`src/rtl/phy_rx_pkg.sv`:
```
package phy_rx_pkg;

    localparam int DEF_NIB_W  = 4;
    localparam int DEF_BYTE_W = 8;

    typedef enum logic {
        ST_IDLE = 1'b0,
        ST_RECV = 1'b1
    } rx_state_e;

    // Per-edge qualification of the line inputs.
    typedef struct packed {
        logic accept;     // unit belongs to the frame
        logic frame_end;  // line is idle for framing purposes
        logic err;        // error line counted in this mode
        logic col;        // collision line
    } rx_qual_t;

    // Number of line units that make up one byte.
    function automatic int units_per_byte(input logic serial, input int byte_w, input int nib_w);
        return serial ? byte_w : (byte_w / nib_w);
    endfunction

endpackage

```
`src/rtl/phy_rx_qual.sv`:
```
module phy_rx_qual
    import phy_rx_pkg::*;
(
    input  logic     serial_mode,
    input  logic     rx_crs,
    input  logic     rx_dv,
    input  logic     rx_er,
    input  logic     rx_col,
    output rx_qual_t qual
);
    always_comb begin
        qual.accept    = rx_crs & (serial_mode | rx_dv);
        qual.frame_end = ~rx_crs & (serial_mode | ~rx_dv);
        qual.err       = rx_er & ~serial_mode;
        qual.col       = rx_col;
    end
endmodule

```
`src/rtl/phy_rx_packer.sv`:
```
module phy_rx_packer
    import phy_rx_pkg::*;
#(
    parameter int NIB_W  = DEF_NIB_W,
    parameter int BYTE_W = DEF_BYTE_W
) (
    input  logic              rx_clk,
    input  logic              rst,
    input  logic              serial_mode,
    input  logic              accept,
    input  logic              frame_end,
    input  logic [NIB_W-1:0]  unit,
    output logic              byte_done,
    output logic [BYTE_W-1:0] byte_val,
    output logic              partial
);
    localparam int CNT_W = $clog2(BYTE_W + 1);

    logic [BYTE_W-1:0] shift_q;
    logic [BYTE_W-1:0] shift_d;
    logic [CNT_W-1:0]  cnt_q;
    logic [CNT_W-1:0]  last_cnt;

    always_comb begin
        last_cnt = CNT_W'(units_per_byte(serial_mode, BYTE_W, NIB_W) - 1);
        if (serial_mode)
            shift_d = {unit[0], shift_q[BYTE_W-1:1]};
        else
            shift_d = {unit, shift_q[BYTE_W-1:NIB_W]};
    end

    assign byte_done = accept & (cnt_q == last_cnt);
    assign byte_val  = shift_d;
    assign partial   = (cnt_q != '0);

    always_ff @(negedge rx_clk) begin
        if (rst) begin
            shift_q <= '0;
            cnt_q   <= '0;
        end else if (frame_end) begin
            cnt_q   <= '0;
        end else if (accept) begin
            shift_q <= shift_d;
            cnt_q   <= byte_done ? '0 : cnt_q + 1'b1;
        end
    end
endmodule

```
`src/rtl/phy_rx_framer.sv`:
```
module phy_rx_framer
    import phy_rx_pkg::*;
(
    input  logic     rx_clk,
    input  logic     rst,
    input  rx_qual_t qual,
    input  logic     partial,
    input  logic     byte_done,
    output logic     first_byte,
    output logic     eof_q,
    output logic     bad_q,
    output logic     align_q,
    output logic     col_q
);
    rx_state_e state_q;
    logic      err_q;
    logic      sof_pend_q;
    logic      start;
    logic      finish;

    assign start      = qual.accept & (state_q == ST_IDLE);
    assign finish     = qual.frame_end & (state_q == ST_RECV);
    assign first_byte = start | sof_pend_q;

    always_ff @(negedge rx_clk) begin
        if (rst) begin
            state_q    <= ST_IDLE;
            err_q      <= 1'b0;
            sof_pend_q <= 1'b0;
            eof_q      <= 1'b0;
            bad_q      <= 1'b0;
            align_q    <= 1'b0;
            col_q      <= 1'b0;
        end else begin
            eof_q   <= finish;
            bad_q   <= finish & (err_q | qual.err);
            align_q <= finish & partial;

            if (start)
                state_q <= ST_RECV;
            else if (finish)
                state_q <= ST_IDLE;

            if (start)
                err_q <= qual.err;
            else if (finish)
                err_q <= 1'b0;
            else if (state_q == ST_RECV && qual.err)
                err_q <= 1'b1;

            if (byte_done || finish)
                sof_pend_q <= 1'b0;
            else if (start)
                sof_pend_q <= 1'b1;

            if (start)
                col_q <= qual.col;
            else if (qual.col)
                col_q <= 1'b1;
        end
    end
endmodule

```
`src/rtl/phy_rx_deframer.sv`:
```
module phy_rx_deframer
    import phy_rx_pkg::*;
#(
    parameter int NIB_W  = DEF_NIB_W,
    parameter int BYTE_W = DEF_BYTE_W
) (
    input  logic              rx_clk,
    input  logic              rst,
    input  logic              serial_mode,
    input  logic              rx_crs,
    input  logic              rx_dv,
    input  logic              rx_er,
    input  logic              rx_col,
    input  logic [NIB_W-1:0]  rx_data,
    output logic              out_valid,
    output logic [BYTE_W-1:0] out_byte,
    output logic              out_sof,
    output logic              out_eof,
    output logic              out_bad,
    output logic              out_align_err,
    output logic              col_seen
);
    rx_qual_t          qual;
    logic              byte_done;
    logic [BYTE_W-1:0] byte_val;
    logic              partial;
    logic              first_byte;

    phy_rx_qual u_qual (
        .serial_mode (serial_mode),
        .rx_crs      (rx_crs),
        .rx_dv       (rx_dv),
        .rx_er       (rx_er),
        .rx_col      (rx_col),
        .qual        (qual)
    );

    phy_rx_packer #(.NIB_W(NIB_W), .BYTE_W(BYTE_W)) u_packer (
        .rx_clk      (rx_clk),
        .rst         (rst),
        .serial_mode (serial_mode),
        .accept      (qual.accept),
        .frame_end   (qual.frame_end),
        .unit        (rx_data),
        .byte_done   (byte_done),
        .byte_val    (byte_val),
        .partial     (partial)
    );

    phy_rx_framer u_framer (
        .rx_clk     (rx_clk),
        .rst        (rst),
        .qual       (qual),
        .partial    (partial),
        .byte_done  (byte_done),
        .first_byte (first_byte),
        .eof_q      (out_eof),
        .bad_q      (out_bad),
        .align_q    (out_align_err),
        .col_q      (col_seen)
    );

    always_ff @(negedge rx_clk) begin
        if (rst) begin
            out_valid <= 1'b0;
            out_sof   <= 1'b0;
            out_byte  <= '0;
        end else begin
            out_valid <= byte_done;
            out_sof   <= byte_done & first_byte;
            if (byte_done)
                out_byte <= byte_val;
        end
    end
endmodule

```
`config.mk`:
```
export PLATFORM = sky130hd
export DESIGN_NAME = phy_rx_deframer
export DESIGN_NICKNAME = d
export VERILOG_FILES = /design/src/rtl/phy_rx_pkg.sv /design/src/rtl/phy_rx_qual.sv /design/src/rtl/phy_rx_packer.sv /design/src/rtl/phy_rx_framer.sv /design/src/rtl/phy_rx_deframer.sv
export SDC_FILE = /design/constraint.sdc
export NUM_CORES = 1
export LEC_CHECK = 0
export BUFFER_PORTS_ARGS = -buffer_cell sky130_fd_sc_hd__buf_2
export CAP_MARGIN = 25
export CORE_AREA = 2 2 51 53
export CTS_BUF_LIST = sky130_fd_sc_hd__clkbuf_8
export CTS_CLUSTER_SIZE = 20
export DETAILED_ROUTE_END_ITERATION = 6
export DIE_AREA = 0 0 53 55
export PLACE_DENSITY = 0.86
export SYNTH_ARGS = -nofsm -noshare
export SYNTH_HDL_FRONTEND = slang
export SYNTH_HIERARCHICAL = 1
export SYNTH_SLANG_ARGS = --single-unit
```
`constraint.sdc`:
```
create_clock -name rx_clk -period 2 [get_ports rx_clk]
set_clock_uncertainty 0.1 [all_clocks]
set_input_delay 0.4 -clock rx_clk [delete_from_list [all_inputs] [get_ports rx_clk]]
set_output_delay 0.4 -clock rx_clk [all_outputs]
set_load 0.02 [all_outputs]
```
# Word level (Yosys, flattened, before mapping)
# Index checks and enable logic that the tools add are counted.
# totals
register_bits	29
out_inout_bits	14
# classes
addsub	2
n_eq_ne	1
muxes	10
n_bitwise	18
n_reduce_logical	9
# ops
operator	count
$and 1x1->1	9
$mux 4	2
$mux 8	1
$mux 1	7
$not 1->1	5
$add 4x1->4 const B	1
$eq 4x4->1	1
$or 1x1->1	4
$reduce_bool 2->1	2
$reduce_bool 4->1	1
$reduce_or 2->1	2
$sub 4x2->4 const B	1
$reduce_bool 3->1	1
$reduce_and 2->1	1
$logic_and 1x1->1	1
$logic_or 1x1->1	1

# Logic depth before layout (Yosys ltp)
# Gate-level depths: netlist of the first run.
# logic_depth
depth_word	6
depth_mapped	7
depth_no_buf	5

# Modules after synthesis
# The synthesis of the first run kept the hierarchy.
# by_module_without_submodules
mod	n_inst	cells_each	area_each_um2	seq_area_each_um2
phy_rx_packer	1	60	579.3	220.2
phy_rx_deframer	1	31	350.3	200.2
phy_rx_framer	1	25	261.5	140.1
phy_rx_qual	1	5	33.8	0.0

==> results of run 1 <==
==> cells by family (layout without fill, tap and decap cells) <==
logic type                 Yosys count  after routing
adders and majority gates            2              2
AOI/OAI and AO/OA                   12             12
and+or+nand+nor                     39             39
DFF                                 28             28
xor gates and xnor gates             2              2
muxes                               24             24
buffers and inverters               14             85
==> synthesized netlist by cell type, types with 2 or more instances <==
master	number
a21oi_1	2
a211oi_2	2
nor2b_1	2
mux2i_1	16
nor4_1	2
nor2_1	17
buf_2	4
o21a_1	2
nand2_1	5
a21oi_2	3
or3_1	2
ha_1	2
inv_1	7
dfxtp_1	28
nand2b_1	2
and2_1	2
mux2_1	7
buf_4	2
==> through the flow <==
step / cells / worst slack [ns] / area (um^2)
after global routing: 222 / -0.436 / 1920
final: 222 / -0.410 / 1920
after detailed placement: 184 / -0.789 / 1510
after floorplan: 121 / -0.628 / 1270
after CTS: 223 / -0.395 / 1910
after global placement: 184 / -0.756 / 1510
==> worst reg2reg max path: cells and delay by family (launching register included) <==
kind            cells  cell delay [ns]
compound gates      1             0.27
buf+inv             1             0.18
flops               1             0.36
mux                 1             0.20
simple gates        2             0.46
==> where the power goes <==
part / switching [W] / total (W) / leakage (nW) / internal, W
Combinational: 0.0000812 / 0.000177 / 0.497 / 0.0000963
Clock: 0.000338 / 0.000551 / 0.171 / 0.000212
Sequential: 0.0000135 / 0.000589 / 0.234 / 0.000576
==> area by class of cell <==
| cell class | count | area, um^2 |
|---|---|---|
| Timing Repair Buffer | 49 | 453 |
| Fill cell | 151 | 440 |
| Tap cell | 30 | 37.5 |
| Sequential cell | 28 | 578 |
| Inverter | 4 | 20.0 |
| Multi-Input combinational cell | 79 | 684 |
| Clock buffer | 3 | 41.3 |
| Clock inverter | 29 | 110 |
==> flip-flops by register name, indices dropped and copies added (netlist names) <==
name / flops
u_framer/eof_q: 1
u_packer/cnt_q: 4
u_framer/state_q: 1
u_framer/sof_pend_q: 1
u_framer/col_q: 1
u_framer/bad_q: 1
u_framer/align_q: 1
out_valid: 1
out_byte: 8
u_framer/err_q: 1
u_packer/shift_q: 7
out_sof: 1
==> what timing repair did <==
item | 4_1_cts | 5_1_grt
gates cloned | 0 | 0
endpoints found under the hold margin | 0 | 0
endpoints found under the setup margin | 40 | 42
pin swaps | 5 | 8
setup buffers | 11 | 2
gates resized for setup | 62 | 8
==> layer usage <==
metal  track usage  share of wire
met1         0.231           0.37
met2         0.431           0.59
met3        0.0780          0.039
met4        0.0812         0.0048
met5             0              0
==> how the worst max path moves through the flow <==
stage	cells after the start	endpoint	from
after floorplan	5	out_byte[0]$_SDFFE_NP0P_	serial_mode
final	6	out_byte[6]$_SDFFE_NP0P_	serial_mode
after global placement	6	out_byte[3]$_SDFFE_NP0P_	serial_mode
after CTS	6	out_byte[7]$_SDFFE_NP0P_	serial_mode
after detailed placement	6	out_byte[7]$_SDFFE_NP0P_	serial_mode
after global routing	6	out_byte[6]$_SDFFE_NP0P_	serial_mode
==> cells in the final DEF (no fill, tap or decap), types with 2 or more instances in the layout <==
| cell type | Yosys | layout |
|---|---|---|
| nand2b_1 | 2 | 2 |
| nand2_1 | 5 | 3 |
| dfxtp_2 | 0 | 14 |
| inv_1 | 7 | 31 |
| buf_2 | 4 | 7 |
| buf_6 | 1 | 22 |
| nor2_1 | 17 | 17 |
| buf_4 | 2 | 18 |
| nor2b_4 | 1 | 2 |
| nand2_2 | 1 | 2 |
| or3_4 | 0 | 2 |
| o21ai_2 | 1 | 2 |
| a21oi_2 | 3 | 4 |
| ha_1 | 2 | 2 |
| dfxtp_1 | 28 | 14 |
| clkbuf_8 | 0 | 3 |
| a211oi_2 | 2 | 2 |
| mux2_1 | 7 | 7 |
| mux2i_1 | 16 | 16 |
==> summary.txt, run 1 <==
STATUS
--------------------------------------------------------------------------------------------------
Outcome                                                                               finished with violations
Failing checks                                                                        setup timing

LOGIC SYNTHESIS
--------------------------------------------------------------------------------------------------
Fraction of the yosys area taken by sequential cells                                         0.458
Cell type with the largest total area after synthesis                                      dfxtp_1
Avg Synthesized Cell Area                                                                10.1 um^2
Synthesized-area fraction occupied by adder cells                                           0.0204
Multiplexer share of the synthesized area                                                    0.204
Count of mapped cells out of synthesis                                                         121
Post-synthesis compound-gate area fraction                                                  0.0797
Post-synthesis async set-or-reset flop share                                                     0
Post-synth EDFFs                                                                                 0
Number of distinct library cells after synthesis                                                32
Main synth FF type                                                                         dfxtp_1
Syn Nets                                                                                       134
Share of synthesized cell area in and, or, nand and nor gates                                0.164
Area share of the largest cell type after synthesis                                          0.458
Cell area after synthesis                                                                1220 um^2
Combinational family with the most area after synthesis                               multiplexers
Total of flip-flops plus latches after synthesis                                                28
Fraction of synthesized cell area in xor and xnor cells                                     0.0143
Main area contributors after synthesis                                                dfxtp_1 (46%), mux2i_1 (13%), mux2_1 (6.4%)
Syn. warnings                                                                                    6

DETAILED ROUTING
--------------------------------------------------------------------------------------------------
Post-detailed-routing wire length                                                          3110 um
Number of nets with antenna violations after detailed routing                                    0
Vias after detailed routing                                                                   1107
Vias per inst                                                                                 4.99
# DRC                                                                                            0
Violation count after the first detailed-route iteration                                        15
Routed wirelength normalized by instance count                                             14.0 um
Total iterations of the first detailed-routing run                                               4

FLOORPLAN
--------------------------------------------------------------------------------------------------
Number of rows in the core area                                                                 18
Die area                                                                                 2920 um^2
Initial core utilization                                                                     0.518
Width of the die                                                                             53 um
Total I/O pin count                                                                             25
Floorplan die height                                                                         55 um
Area of the core region                                                                  2360 um^2

POWER AND IR DROP
--------------------------------------------------------------------------------------------------
Power density of the placed cells                                                      685 nW/um^2
Post-route total power                                                                   0.00132 W
Max VDD drop                                                                                488 uV
Leak pwr                                                                                  0.901 nW

SETUP PATH
--------------------------------------------------------------------------------------------------
Worst path bufs/invs                                                                             2
Worst reg-to-reg setup slack                                                               0.31 ns
Cell chain of the critical path                                                       buf_8 > or3_4 > a211oi_4 > buf_12 > mux2i_1 > nor2_1
Type of origin of the critical path                                                   primary input
Worst Path Arrival                                                                         1.53 ns
Maximum fanout along the worst path                                                             10
Kind of cell adding the most delay to the critical path                               simple AND/OR/NAND/NOR gates
Type of the worst setup path                                                          primary input to register
Launch point of the worst reg-to-reg path                                             u_packer/cnt_q[2]$_SDFFE_NP0P_
Stage delay of the slowest cell on the critical path                                       0.33 ns
Endpoint class of the critical path                                                       register
Endpoint of the worst-slack reg-to-reg timing path                                    out_byte[6]$_SDFFE_NP0P_
Required time of the critical path                                                         1.13 ns
Number of cells traversed by the worst register-to-register path                                 5
Slowest CP cell                                                                              or3_4

GRT
--------------------------------------------------------------------------------------------------
Global-route wire length before repair                                                     4770 um
Number of global-route vias before repair                                                     1175
Initial antenna violation count                                                                  0
Total routing usage reported by global routing                                               0.227
Largest net degree at the start of global routing                                               16
Aggregate global routing overflow                                                                0

CELLS AND AREA
--------------------------------------------------------------------------------------------------
Final net count                                                                                206
Layout overhead on the synthesized area                                                      57.1%
Fraction of layout instances using a drive strength above 1                                  0.484
Share of the core filled with cells in the final layout                                      0.814
Inserted Diodes                                                                                  0

PLACE
--------------------------------------------------------------------------------------------------
Number of buffers inserted by port buffering                                                    24
Dpl hpwl                                                                                   1930 um
Gp weighted congestion                                                                       0.782

TIMING
--------------------------------------------------------------------------------------------------
Final Max Tran Viols                                                                             0
Sum of negative setup slack                                                              -11.61 ns
Final setup violation count                                                                     42
Final Hold Vio Count                                                                             0
RSZ-0062 raised after global routing                                                           yes
Pin slew with the least headroom to its limit                                             0.343 ns
Tightest slew margin relative to the limit                                                   0.771
Worst setup slack after layout                                                           -0.410 ns
Worst hold-check slack                                                                    0.376 ns

CLOCKING
--------------------------------------------------------------------------------------------------
H-Tree Depth                                                                                     1
Clock tree from TritonCTS                                                                      yes
Clock latency at the later pin of the worst-skew pair                                      0.35 ns
TritonCTS buffer count                                                                           3
Clock transition time at the flip-flop clock pins of the worst setup and hold paths        0.04 ns
Number of clock sinks                                                                           28
Clock Tree Root                                                                           clkbuf_8
CTS Hold Buffers Added                                                                           0
Number of buffers on the longest clock path                                                      2

WORST HOLD PATH
--------------------------------------------------------------------------------------------------
Hold wc startpoint                                                                    u_framer/sof_pend_q$_SDFFE_NP0P_
Hold-critical path depth                                                                         2
Worst Hold End                                                                        u_framer/sof_pend_q$_SDFFE_NP0P_
Path type of the worst min-delay path                                                 register to register

FLOW RUN
--------------------------------------------------------------------------------------------------
Max capacitance violation total                                                                  0

Power figures use the tool's default switching activity.
==> inputs of run 2 (changes only) <==
- CORE_AREA: 2 2 51 53 -> 2 2 46 58
- DIE_AREA: 0 0 53 55 -> 0 0 48 60
- PLACE_DENSITY: 0.86 -> 0.87
==> run 2 against run 1 <==
Compared with the run above: the run still ends with setup timing left; die area fell by 1.2%; via count is 8.2% higher; power rose by 4.5%.
==> summary.txt, run 2 (same netlist as run 1, synthesis figures left out) <==
CLOCKING
--------------------------------------------------------------------------------------------------
Clock tree from TritonCTS                                                                      yes
H-Tree Depth                                                                                     1   unchanged
Number of clock sinks                                                                           28   unchanged
Clock latency at the later pin of the worst-skew pair                                      0.38 ns   +0.03 ns
CTS Hold Buffers Added                                                                           0   unchanged
Clock transition time at the flip-flop clock pins of the worst setup and hold paths        0.04 ns   about the same
TritonCTS buffer count                                                                           3   unchanged
Number of buffers on the longest clock path                                                      2   unchanged
Clock Tree Root                                                                           clkbuf_8

TIMING
--------------------------------------------------------------------------------------------------
RSZ-0062 raised after global routing                                                           yes
Worst setup slack after layout                                                           -0.532 ns   -0.123 ns
Pin slew with the least headroom to its limit                                             0.337 ns   -0.00613 ns
Final setup violation count                                                                     42   unchanged
Final Max Tran Viols                                                                             0   unchanged
Tightest slew margin relative to the limit                                                   0.775   +0.00409
Final Hold Vio Count                                                                             0   unchanged

CELLS AND AREA
--------------------------------------------------------------------------------------------------
Register cell area after layout                                                           578 um^2   unchanged
Max reg flops                                                                                    8   unchanged
Final net count                                                                                210   +1.9%
Share of the core filled with cells in the final layout                                      0.851   +0.0368
Final cell count without fillers                                                               229   +3.2%
Highest-count cells in the layout ignoring fill and taps                              inv_1 (31), buf_6 (26), nor2_1 (17)
Fraction of layout instances using a drive strength above 1                                  0.505   +0.0207
Largest register by flop count                                                            out_byte
Inserted Diodes                                                                                  0   unchanged
Leading cell type in the layout, fill and taps excluded                                      inv_1
Number of fill cells in the layout                                                             132   -13%
Regs by FF count                                                                      out_byte x8, u_packer/shift_q x7, u_packer/cnt_q x4
Layout overhead on the synthesized area                                                      65.1%
Area of the multi-input gates                                                             704 um^2   +2.9%

SETUP PATH
--------------------------------------------------------------------------------------------------
Worst Path Arrival                                                                         1.65 ns   +0.12 ns
Kind of cell adding the most delay to the critical path                               simple AND/OR/NAND/NOR gates
Worst reg-to-reg setup slack                                                               0.14 ns   -0.17 ns
Type of origin of the critical path                                                   primary input
Type of the worst setup path                                                          primary input to register
Cell chain of the critical path                                                       buf_8 > or3_4 > a211oi_4 > buf_6 > buf_12 > mux2i_2 > nor2_1
Stage delay of the slowest cell on the critical path                                       0.33 ns   about the same
Slowest CP cell                                                                              or3_4
Endpoint class of the critical path                                                       register
Required time of the critical path                                                         1.11 ns   -0.02 ns
Maximum fanout along the worst path                                                              5   -5
Worst path bufs/invs                                                                             3   +1

STATUS
--------------------------------------------------------------------------------------------------
Outcome                                                                               finished with violations
Failing checks                                                                        setup timing

POWER AND IR DROP
--------------------------------------------------------------------------------------------------
Power density of the placed cells                                                      681 nW/um^2   -0.57%
Leak pwr                                                                                  0.940 nW   +4.3%
Max VDD drop                                                                                623 uV   +28%

FLOORPLAN
--------------------------------------------------------------------------------------------------
Area of the core region                                                                  2380 um^2   +0.53%
Floorplan die height                                                                         60 um   +9.1%
Initial core utilization                                                                     0.515   -0.00273
Width of the die                                                                             48 um   -9.4%
Die area                                                                                 2880 um^2   -1.2%
Number of rows in the core area                                                                 20   +2
Total I/O pin count                                                                             25   unchanged

GRT
--------------------------------------------------------------------------------------------------
Global-route wire length before repair                                                     5200 um   +8.8%
Total routing usage reported by global routing                                               0.256   +0.0292
Initial antenna violation count                                                                  0   unchanged
Largest net degree at the start of global routing                                               17   +1
Number of global-route vias before repair                                                     1231   +4.8%
Aggregate global routing overflow                                                                0   unchanged

DETAILED ROUTING
--------------------------------------------------------------------------------------------------
Vias per inst                                                                                 5.23   +4.9%
Routed wirelength normalized by instance count                                             17.1 um   +22%
Post-detailed-routing wire length                                                          3920 um   +26%
Total iterations of the first detailed-routing run                                               4   unchanged
# DRC                                                                                            0   unchanged
Number of nets with antenna violations after detailed routing                                    0   unchanged
Vias after detailed routing                                                                   1198   +8.2%
Violation count after the first detailed-route iteration                                        31   +16

PLACE
--------------------------------------------------------------------------------------------------
Gp weighted congestion                                                                       0.800   +2.4%
Number of buffers inserted by port buffering                                                    24   unchanged
Placed cells                                                                                   188   +2.2%
Dpl hpwl                                                                                   2020 um   +4.9%

FLOW RUN
--------------------------------------------------------------------------------------------------
Max capacitance violation total                                                                  0   unchanged

WORST HOLD PATH
--------------------------------------------------------------------------------------------------
Path type of the worst min-delay path                                                 register to register

## run 2: cell count changes in the layout (fill, tap and decap cells not counted), moves of 2 or more
cell     delta
buf_4       -4
buf_6       +4
mux2i_1     -3
mux2i_2     +3
buf_2       +2
## run 2: final cells by class
class / count / area share
timing repair buffer: 53 / 0.260
sequential: 28 / 0.286
multi-input combinational: 79 / 0.348
inverter: 4 / 0.00990
clock inverter: 29 / 0.0551
tap: 33 / 0.0204
clock buffer: 3 / 0.0204
## run 2: routing by layer
layer  GRT usage  vias up  wire length, um
li1            -      554                -
met1       0.250      594             1460
met2       0.463       38             2170
met3      0.0755       12              158
met4       0.124        0              123
met5           0        -                0
## run 2: worst paths after layout
| kind | cells after the start | start | to |
|---|---|---|---|
| max | 7 | serial_mode | out_byte[6]$_SDFFE_NP0P_ |
| min | 2 | u_framer/err_q$_SDFFE_NP0P_ | u_framer/err_q$_SDFFE_NP0P_ |
| max reg2reg | 6 | u_packer/cnt_q[1]$_SDFFE_NP0P_ | out_byte[6]$_SDFFE_NP0P_ |
| min reg2reg | 2 | u_framer/err_q$_SDFFE_NP0P_ | u_framer/err_q$_SDFFE_NP0P_ |
## run 2: worst min-delay path, cell delays in order, from the launching register on
cell	delay (ns)
dfxtp_1	0.31
inv_1	0.07
a21oi_2	0.05
## run 2: report_power, final
group	switching [W]	leakage, nW	internal, W
clock network	0.000365	0.175	0.000216
logic	0.0000944	0.531	0.000110
registers	0.0000149	0.234	0.000575
## run 2: timing repair
action / CTS / global route
endpoints found under the setup margin: 42 / 41
cloned: 1 / 0
resized for setup: 59 / 17
setup buffers: 6 / 8
pin swaps: 6 / 6
## run 2: per-stage QoR
stage               cell area [um^2]  setup WS (ns)  hold slack (ns)  setup TNS, ns  power (W)
floorplan                       1270         -0.628            0.330         -10.62   0.000777
finish                          2020         -0.532            0.372         -12.91    0.00138
global placement                1520         -0.746            0.340         -16.63   0.000825
global route                    2020         -0.530            0.385         -13.62    0.00146
detailed placement              1520         -0.824            0.367         -17.47   0.000832
CTS                             1900         -0.452            0.375         -11.62    0.00131
